## src/rtl/rtc_pkg.sv

```systemverilog
package rtc_pkg;

  localparam int CMD_W = 8;
  localparam int DAT_W = 8;

  typedef logic [5:0][DAT_W-1:0] rtc_time_t;

  typedef struct packed {
    logic             hit;
    logic [DAT_W-1:0] val;
  } rtc_rd_t;

  // Power-up contents of the battery RAM
  function automatic logic [DAT_W-1:0] rtc_init_byte(input int idx);
    return DAT_W'(idx * 17) ^ DAT_W'(8'h5A);
  endfunction

  function automatic logic rtc_is_ram_wr(input logic [CMD_W-1:0] cmd);
    return cmd[7:5] == 3'b100;
  endfunction

  function automatic logic rtc_is_ctrl(input logic [CMD_W-1:0] cmd);
    return cmd == 8'hB1;
  endfunction

  // Choose the byte returned for a read command
  function automatic rtc_rd_t rtc_read_sel(input logic [CMD_W-1:0] cmd,
                                           input logic [DAT_W-1:0] ram_b,
                                           input logic [DAT_W-1:0] status,
                                           input rtc_time_t        tf);
    rtc_rd_t r;
    r.hit = 1'b0;
    r.val = '0;
    if (cmd <= 8'h1F) begin
      r.hit = 1'b1;
      r.val = ram_b;
    end else if (cmd == 8'h30) begin
      r.hit = 1'b1;
      r.val = status;
    end else if (cmd == 8'h31) begin
      r.hit = 1'b1;
    end else if (cmd[7:4] == 4'h2) begin
      r.hit = 1'b1;
      case (cmd[3:0])
        4'h0: r.val = tf[0];
        4'h1: r.val = tf[1];
        4'h2: r.val = tf[2];
        4'h4: r.val = tf[3];
        4'h5: r.val = tf[4];
        4'h6: r.val = tf[5];
        default: r.val = '0;
      endcase
    end
    return r;
  endfunction

endpackage

```

## src/rtl/rtc_frame_shifter.sv

```systemverilog
module rtc_frame_shifter #(
  parameter int CMD_W = 8,
  parameter int DAT_W = 8,
  localparam int FRAME_LEN = CMD_W + DAT_W,
  localparam int PH_W = $clog2(FRAME_LEN + 1)
) (
  input  logic             clk,
  input  logic             rst_n,
  input  logic             en,
  input  logic             sclk,
  input  logic             sdin,
  output logic [PH_W-1:0]  phase_o,
  output logic [CMD_W-1:0] cmd_o,
  output logic [DAT_W-1:0] val_next_o,
  output logic             take_o,
  output logic             last_o
);

  logic             prev_clk;
  logic [PH_W-1:0]  phase_q;
  logic [CMD_W-1:0] cmd_q;
  logic [DAT_W-2:0] val_q;

  assign take_o     = en && prev_clk && !sclk && (phase_q < PH_W'(FRAME_LEN));
  assign last_o     = take_o && (phase_q == PH_W'(FRAME_LEN - 1));
  assign val_next_o = {val_q, sdin};
  assign phase_o    = phase_q;
  assign cmd_o      = cmd_q;

  always_ff @(posedge clk) begin
    if (!rst_n) begin
      prev_clk <= 1'b0;
      phase_q  <= '0;
      cmd_q    <= '0;
      val_q    <= '0;
    end else begin
      prev_clk <= sclk;
      if (!en) begin
        phase_q <= '0;
        cmd_q   <= '0;
        val_q   <= '0;
      end else if (take_o) begin
        phase_q <= phase_q + 1'b1;
        if (phase_q < PH_W'(CMD_W)) cmd_q <= {cmd_q[CMD_W-2:0], sdin};
        else                         val_q <= {val_q[DAT_W-3:0], sdin};
      end
    end
  end

  a_r10_phase_cap: assert property (@(posedge clk) disable iff (!rst_n)
    phase_q <= PH_W'(FRAME_LEN));

  a_r10_hold_after_frame: assert property (@(posedge clk) disable iff (!rst_n)
    (phase_q == PH_W'(FRAME_LEN) && en) |=> phase_q == PH_W'(FRAME_LEN));

  a_r3_abort_clears: assert property (@(posedge clk) disable iff (!rst_n)
    !en |=> (phase_q == '0 && cmd_q == '0 && val_q == '0));

  a_r1_phase_step: assert property (@(posedge clk) disable iff (!rst_n)
    1'b1 |=> (phase_q == '0 || phase_q == $past(phase_q) ||
              phase_q == $past(phase_q) + 1'b1));

endmodule

```

## src/rtl/rtc_nvram.sv

```systemverilog
module rtc_nvram #(
  parameter int DEPTH = 32,
  parameter int W = 8,
  localparam int AW = $clog2(DEPTH)
) (
  input  logic          clk,
  input  logic          rst_n,
  input  logic          we,
  input  logic [AW-1:0] waddr,
  input  logic [W-1:0]  wdata,
  input  logic [AW-1:0] raddr,
  output logic [W-1:0]  rdata
);

  logic [W-1:0] mem [DEPTH];

  for (genvar i = 0; i < DEPTH; i++) begin : g_cell
    always_ff @(posedge clk) begin
      if (!rst_n)                         mem[i] <= W'(rtc_pkg::rtc_init_byte(i));
      else if (we && waddr == AW'(i))     mem[i] <= wdata;
    end
  end

  assign rdata = mem[raddr];

  a_r8_write_lands: assert property (@(posedge clk) disable iff (!rst_n)
    we |=> mem[$past(waddr)] == $past(wdata));

endmodule

```

## src/rtl/rtc_status_reg.sv

```systemverilog
module rtc_status_reg #(
  parameter int W = 8,
  parameter logic [W-1:0] RESET_VAL = 8'h90,
  parameter logic [W-1:0] CLR_MASK  = 8'h18
) (
  input  logic         clk,
  input  logic         rst_n,
  input  logic         clr,
  output logic [W-1:0] status_o,
  output logic         irq_clr_o
);

  always_ff @(posedge clk) begin
    if (!rst_n) begin
      status_o  <= RESET_VAL;
      irq_clr_o <= 1'b0;
    end else begin
      irq_clr_o <= clr;
      if (clr) status_o <= status_o & ~CLR_MASK;
    end
  end

  a_r9_status_only_clears: assert property (@(posedge clk) disable iff (!rst_n)
    1'b1 |=> (status_o & ~$past(status_o)) == '0);

  a_r9_single_pulse: assert property (@(posedge clk) disable iff (!rst_n)
    irq_clr_o |=> !irq_clr_o);

endmodule

```

## src/rtl/rtc_serial_port.sv

```systemverilog
module rtc_serial_port #(
  parameter int RAM_DEPTH = 32,
  parameter logic [7:0] STATUS_RESET = 8'h90,
  parameter logic [7:0] STATUS_CLR_MASK = 8'h18,
  parameter int CTRL_CLR_BIT = 2
) (
  input  logic       clk,
  input  logic       rst_n,
  input  logic [2:0] ctl_bits,
  input  logic [7:0] bcd_sec,
  input  logic [7:0] bcd_min,
  input  logic [7:0] bcd_hour,
  input  logic [7:0] bcd_mday,
  input  logic [7:0] bcd_month,
  input  logic [7:0] bcd_year,
  output logic       ser_dout,
  output logic       irq2_clr
);
  import rtc_pkg::*;

  localparam int FRAME_LEN = CMD_W + DAT_W;
  localparam int PH_W = $clog2(FRAME_LEN + 1);
  localparam int BI_W = $clog2(DAT_W);
  localparam int AW = $clog2(RAM_DEPTH);

  logic             en, sclk, sdin;
  logic [PH_W-1:0]  phase;
  logic [CMD_W-1:0] cmd;
  logic [DAT_W-1:0] val_next;
  logic             take, last;
  logic [DAT_W-1:0] ram_rd, status;
  logic             ram_we, ctrl_clr;
  rtc_time_t        tfields;
  rtc_rd_t          rd_sel;
  logic [BI_W-1:0]  bidx;

  assign en   = ctl_bits[0];
  assign sclk = ctl_bits[1];
  assign sdin = ctl_bits[2];
  assign tfields = {bcd_year, bcd_month, bcd_mday, bcd_hour, bcd_min, bcd_sec};

  rtc_frame_shifter #(.CMD_W(CMD_W), .DAT_W(DAT_W)) u_shift (
    .clk(clk), .rst_n(rst_n), .en(en), .sclk(sclk), .sdin(sdin),
    .phase_o(phase), .cmd_o(cmd), .val_next_o(val_next),
    .take_o(take), .last_o(last)
  );

  assign ram_we   = last && rtc_is_ram_wr(cmd);
  assign ctrl_clr = last && rtc_is_ctrl(cmd) && val_next[CTRL_CLR_BIT];

  rtc_nvram #(.DEPTH(RAM_DEPTH), .W(DAT_W)) u_ram (
    .clk(clk), .rst_n(rst_n), .we(ram_we), .waddr(cmd[AW-1:0]),
    .wdata(val_next), .raddr(cmd[AW-1:0]), .rdata(ram_rd)
  );

  rtc_status_reg #(.W(DAT_W), .RESET_VAL(STATUS_RESET), .CLR_MASK(STATUS_CLR_MASK)) u_stat (
    .clk(clk), .rst_n(rst_n), .clr(ctrl_clr), .status_o(status), .irq_clr_o(irq2_clr)
  );

  assign rd_sel = rtc_read_sel(cmd, ram_rd, status, tfields);
  assign bidx   = BI_W'(PH_W'(FRAME_LEN - 1) - phase);

  always_ff @(posedge clk) begin
    if (!rst_n || !en) ser_dout <= 1'b0;
    else if (take) begin
      if (phase >= PH_W'(CMD_W) && rd_sel.hit) ser_dout <= rd_sel.val[bidx];
      else                                     ser_dout <= 1'b0;
    end
  end

  a_r11_dout_idle: assert property (@(posedge clk) disable iff (!rst_n)
    !en |=> !ser_dout);

  a_r12_no_commit_on_abort: assert property (@(posedge clk) disable iff (!rst_n)
    !en |-> !(ram_we || ctrl_clr));

endmodule

```

## config.mk

```make
export PLATFORM = sky130hd
export DESIGN_NAME = rtc_serial_port
export DESIGN_NICKNAME = d
export VERILOG_FILES = /design/src/rtl/rtc_pkg.sv /design/src/rtl/rtc_frame_shifter.sv /design/src/rtl/rtc_nvram.sv /design/src/rtl/rtc_status_reg.sv /design/src/rtl/rtc_serial_port.sv
export SDC_FILE = /design/constraint.sdc
export NUM_CORES = 1
export LEC_CHECK = 0
export BUFFER_PORTS_ARGS = -buffer_cell sky130_fd_sc_hd__buf_2
export CAP_MARGIN = 20
export CORE_ASPECT_RATIO = 0.5
export CORE_MARGIN = 2
export CORE_UTILIZATION = 35
export CTS_CLUSTER_DIAMETER = 100
export DETAILED_ROUTE_END_ITERATION = 8
export PLACE_DENSITY = 0.57
export RECOVER_POWER = 25
export SLEW_MARGIN = 10
export SYNTH_ARGS = -nofsm -noshare
export SYNTH_HDL_FRONTEND = slang
export SYNTH_HIERARCHICAL = 1
export SYNTH_SLANG_ARGS = --single-unit
export TNS_END_PERCENT = 10
```

## constraint.sdc

```tcl
create_clock -name clk -period 10.6 [get_ports clk]
set_input_delay 1.06 -clock clk [delete_from_list [all_inputs] [get_ports clk]]
set_output_delay 1.06 -clock clk [all_outputs]
set_load 0.05 [all_outputs]
```

* Word level (Yosys, flattened, before mapping)
Memory sizes are Yosys's and may differ from the RTL's. A register that Yosys moved wholly into a read port is not among the register bits. Index checks and enable logic that the tools add are counted.
Word-level totals: logic and storage cells 279, memory bits (writable) 256, output and inout bits 2, memories 1, input port bits 53, register bits 24
Memories:
- u_ram.mem | depth 32, width 8, rd ports 1, clocked after memory_dff 1, wr ports 32, RTL line rtc_nvram.sv:15 | logic [W-1:0] mem [DEPTH];
Operators by class: reduce and logical (&&, ||, !) cells 49, equal/unequal tests 42, add/subtract/negate cells 2, bitwise gates (word level) 33, order comparisons 5, mux-type cells 140
Operators with widths (number):
- $mux W8 | 33
- $mux W1 | 100
- $eq A5 B5 Y1 const B | 16
- $pmux W8 S6 | 1
- $eq A5 B4 Y1 const B | 9
- $logic_and A1 B1 Y1 | 40
- $or A1 B1 Y1 | 32
- $mux W9 | 3
- $eq A5 B3 Y1 const B | 4
- $eq A8 B6 Y1 const B | 2
- $eq A4 B3 Y1 const B | 3
- $eq A5 B2 Y1 const B | 2
- $mux W5 | 2
- $eq A4 B2 Y1 const B | 2
- $eq A8 B8 Y1 const B | 1
- $le A8 B5 Y1 const B | 1
- $reduce_and A2 Y1 | 3
- $add A5 B1 Y5 const B | 1
- $eq A5 B1 Y1 const B | 1
- $ge A5 B4 Y1 const B | 1
- $logic_not A5 Y1 | 1
- $lt A5 B4 Y1 const B | 1
- $lt A5 B5 Y1 const B | 1
- $eq A4 B1 Y1 const B | 1
- 8 further kinds | 10

* Depth between registers and ports, before layout
depth in word-level cells 10, mapped depth 11, mapped depth without buffers 9

* By module
Netlist, hierarchy kept.
By module, submodules not included:
- rtc_nvram | cells each 772, times used 1, sequential area each 7687.4 um^2, area an instance 11795.1 um^2
- rtc_frame_shifter | cells each 83, times used 1, sequential area each 420.4 um^2, area an instance 820.8 um^2
- rtc_serial_port | cells each 78, times used 1, sequential area each 20.0 um^2, area an instance 787.0 um^2
- rtc_status_reg | cells each 14, times used 1, sequential area each 40.0 um^2, area an instance 118.9 um^2

* Worst setup path before layout
Ideal clock, no wire load.
kind register -> register, start register u_shift.cmd_q[2], in the netlist u_shift/cmd_o[2], end register ser_dout, period minus slack after synthesis 3.625 ns, library setup time 0.117 ns, buffers on the path 2, path slack 6.975 ns, required time 10.483 ns, data arrival time 3.508 ns, cell stages (with the launch flop) 12, cells stage by stage dfxtp_1 -> clkbuf_1 -> buf_1 -> mux4_2 -> mux4_2 -> mux2_2 -> mux4_2 -> or2b_2 -> a21boi_0 -> or4b_1 -> o211ai_2 -> o21ai_2
On the way: cells in the longest elaborated chain, start to end 9, elaborated cells on any way between the ends 19, classes of those cells order compare (1); eq/ne (7); mux (9); reduce/logical (2)
Ends and longest elaborated chain:
- from (decl) | RTL line rtc_frame_shifter.sv:21 | logic [CMD_W-1:0] cmd_q;
- from (signal assigned) | RTL line rtc_frame_shifter.sv:44 | if (phase_q < PH_W'(CMD_W)) cmd_q <= {cmd_q[CMD_W-2:0], sdin};
- $eq A4 B3 Y1, or another cell as far along | RTL line rtc_pkg.sv:44 | case (cmd[3:0])
- $pmux W8 S6 | RTL line rtc_pkg.sv:44
- $mux W9 | RTL line rtc_pkg.sv:42 | end else if (cmd[7:4] == 4'h2) begin
- $mux W8 | RTL line rtc_pkg.sv:40 | end else if (cmd == 8'h31) begin
- $mux W9 | RTL line rtc_pkg.sv:37 | end else if (cmd == 8'h30) begin
- $mux W9 (*) | RTL line rtc_pkg.sv:34 | if (cmd <= 8'h1F) begin
- $bmux W1 S3 | RTL line rtc_serial_port.sv:66 | if (phase >= PH_W'(CMD_W) && rd_sel.hit) ser_dout <= rd_sel.val[bidx];
- $mux W1 (implied by the code) | RTL line rtc_serial_port.sv:66
- $mux W1 (*) | RTL line rtc_serial_port.sv:66
- to (signal assigned) | RTL line rtc_serial_port.sv:66
- to (decl) | RTL line rtc_serial_port.sv:16 | output logic ser_dout,
Mark *: on every way between the ends. The rest lies on a longest branch, timed or not. The select of a mux whose other input is x is not followed. A chain may end at the register's enable or synchronous reset.

* Worst setup path after layout
Same ends and word-level chain as after synthesis.

==> flow_summary.ini <==
[detailed_routing]
drc = 0
vias_per_cell = 5.593
ant_nets = 0
wire_per_inst_microns = 23.36
drtPass1Iterations = 4
drtIter0Drc = 861
vias = 8462
drt-total-wl_mm = 35.34

[cts]
cts.path.max_buffers = 3
cts_tree = built
clk_pin_slew_worst_paths_ns = 0.07
cts_buffers = 28
root_buffer = clkbuf_16
cts-resized-gates = 0
cts_num_sinks = 280
postCtsSetupRepairBufs = 0
clock_latency_ns = 0.56
cts_hold_buf = 0
htree_levels = 1

[synth]
netlist_area_sq_um = 13520
synth-seq-cells = 280
synth_cells = 947
synth_top_cell_by_area = edfxtp_1
syn_avg_cell_area_sq_um = 14.28
synth_flop_cell = edfxtp_1
yosysSeqAreaShare_pct = 60.41
synth_edf_count = 256
ys_top_cells_by_area = edfxtp_1, mux4_2, dfxtp_1, or3_1, and2_1
netlist.area_leader.share_pct = 56.85
ys_types = 57
synth-async-reset-ratio_pct = 0
yosys-top-cells-count = edfxtp_1, mux4_2, nand2_1, or3_1
yosysWarnings = 6
synth.most_common_cell = edfxtp_1

[power]
powerDensity_nw_per_um2 = 156.3
p_clk_share_pct = 42.5
p_leak_uw = 0.004620
p_switching_uw = 497.4
p_seq_share_pct = 53.7
p_sw_share_pct = 20.99
peakVddDrop_mv = 0.1186
combPwrFrac_pct = 3.8
intPower_uw = 1873

[critical_path]
reg2reg_from = u_shift/cmd_o[2]$_SDFFE_PN0P_
worst_path_largest_cell_delay_ns = 2.47
worst_ep_required_time_ns = 11.03
end_kind = register
worst_path_max_delay_cell = clkbuf_1
crit_buf_inv = 1
worstPathCellList = clkbuf_1 > mux4_2 > mux4_2 > mux2_2 > mux4_2 > or2b_2 > a21boi_0 > or4b_1 > o211ai_2 > o21ai_2
crit_top_cell = mux4_2
start_kind = register
cp.arrival_ns = 7.33
path_delay_family = buffers and inverters
reg2reg_depth = 10
r2r_end = ser_dout$_SDFFE_PP0P_
path_class = reg2reg
rrSetupSlack_ns = 3.70
crit_fanout = 63

[global_routing]
grt_usage_pct = 17.81
grt_pass1_vias = 8336
antenna_found_initial = 1
grt_overflow_total = 0
grt_pass1_wl_mm = 53.32
grt_max_degree = 81

[min_path]
hold_path.class = reg2reg
hold_depth = 2
hold_path_end = u_stat/status_o[4]$_SDFFE_PN1P_
hold_start = u_stat/status_o[4]$_SDFFE_PN1P_

[sta]
hold_viol_final = 0
relSlewSlack_pct = -133.0
clock.fmax_mhz = 145.0
period_share_pct = 65.07
setup_viol = 0
slew_viol_final = 225
finalSetupTns_ns = 0
fin_skew_ns = 0.01735
rsz0062_at_grt = no
layout_min_cycle_time_ns = 6.898
worstMarginPinSlew_ns = 3.494

[placement]
hpwl_mm = 22.88
portBuffers = 54
gp_congestion = 0.8486
place_inst = 1461

[final_layout]
fillers = 3451
fin_cells = 1513
area_growth_pct = 12.17
drive_gt1_share_pct = 25.48
post-route-util_pct = 40.21
diodes = 0
layout.nets = 1031

[floorplanning]
start_util_pct = 35.84
die_area_sq_um = 40320
die_h_microns = 143.0
rows = 50
io_pins = 55
core-area_sq_um = 37720
die_w_microns = 282.0

[status]
failed_checks = max-capacitance violations, max-slew violations
outcome = finished with violations

[run]
maxCapViolCount = 4
==> worst register-to-register path, delay by kind of cell, from the launching register on <==
family,cells,cell delay [ns]
AO/OA/AOI/OAI,3,0.22
buffers and inverters,1,2.48
flip-flops,1,1.52
multiplexers,4,1.85
AND/OR/NAND/NOR,2,0.71
==> per-layer routing <==
| metal | global-route usage [%] | vias up | routed length (microns) | part of all wire [%] |
|---|---|---|---|---|
| met3 | 3.583 | 38 | 3118 | 8.8 |
| met1 | 25.18 | 4360 | 15480 | 44 |
| met4 | 4.451 | 0 | 675 | 1.9 |
| li1 | - | 3673 | - | - |
| met2 | 28.19 | 391 | 16070 | 45 |
| met5 | 0 | - | 0 | 0 |
==> placed cells by master, fill, tap and decap left out, types with 14 or more instances in the layout <==
cell / netlist / layout
mux4_2: 87 / 87
edfxtp_1: 256 / 256
and2_1: 69 / 49
and2_0: 0 / 20
o21ai_0: 35 / 34
or3_1: 72 / 72
nor3_1: 61 / 61
mux2i_1: 24 / 24
dfxtp_1: 24 / 22
mux2_2: 14 / 14
nand2_1: 81 / 81
buf_4: 9 / 33
nor2_1: 40 / 40
clkbuf_16: 0 / 29
buf_2: 5 / 54
==> how the worst max path moves through the flow <==
| stage | from | to | slack, ns | cells past startpoint |
|---|---|---|---|---|
| 6_report | u_shift/cmd_o[2]$_SDFFE_PN0P_ | ser_dout$_SDFFE_PP0P_ | 3.70 | 10 |
| 2_1_floorplan | u_shift/cmd_o[2]$_SDFFE_PN0P_ | ser_dout$_SDFFE_PP0P_ | 6.98 | 11 |
| 3_3_place_gp | u_shift/cmd_o[1]$_SDFFE_PN0P_ | ser_dout$_SDFFE_PP0P_ | 6.01 | 10 |
| 5_1_grt | u_shift/cmd_o[2]$_SDFFE_PN0P_ | u_ram/mem[6][2]$_SDFFCE_PN1P_ | 3.20 | 3 |
| 4_1_cts | u_shift/cmd_o[1]$_SDFFE_PN0P_ | ser_dout$_SDFFE_PP0P_ | 5.96 | 10 |
| 3_5_place_dp | u_shift/cmd_o[1]$_SDFFE_PN0P_ | ser_dout$_SDFFE_PP0P_ | 5.96 | 10 |
==> cell families after synthesis <==
kind of cell / Yosys count / synth area share (%)
simple gates: 363 / 14.71
flops: 280 / 60.41
mux: 127 / 17.82
buf+inv: 111 / 3.988
compound gates: 61 / 2.767
fa+ha+maj: 2 / 0.1850
other cells: 2 / 0.05554
xor+xnor: 1 / 0.06478
==> final cells by class <==
| type | count | area [sq um] | area share (%) |
|---|---|---|---|
| Sequential cell | 280 | 8173 | 53.89 |
| Timing Repair Buffer | 94 | 545.5 | 3.597 |
| Clock inverter | 14 | 167.7 | 1.105 |
| Multi-Input combinational cell | 561 | 4838 | 31.90 |
| Clock buffer | 33 | 750.7 | 4.950 |
| Tap cell | 520 | 650.6 | 4.290 |
| Inverter | 11 | 41.29 | 0.2722 |
==> through the flow <==
step / power [uW] / instance area [sq um] / hold slack [ns] / setup WS (ns)
floorplan: 1336 / 13540 / 0.4444 / 6.975
global placement: 1382 / 14240 / 0.4566 / 6.013
detailed placement: 1383 / 14240 / 0.4639 / 5.963
CTS: 2382 / 15160 / 0.4771 / 5.959
global route: 2431 / 15170 / 0.5188 / 3.196
finish: 2370 / 15170 / 0.4794 / 3.702
==> power groups by stage <==
stage                     combinational, uW  clock, uW  sequential, uW
after floorplan                        54.4          0            1280
after detailed placement               88.7          0            1290
after CTS                              89.2       1020            1270
final                                  89.9       1010            1270
after global routing                   95.6       1060            1280
after global placement                 86.4          0            1300
==> flip-flops by register name (all words and copies together) (netlist names) <==
register          flops
ser_dout              1
u_ram/mem           256
u_shift/cmd_o         8
u_shift/phase_o       5
u_shift/prev_clk      1
u_shift/val_q         7
u_stat/irq_clr_o      1
u_stat/status_o       1
Note: power is estimated with default switching activity, not from simulation.
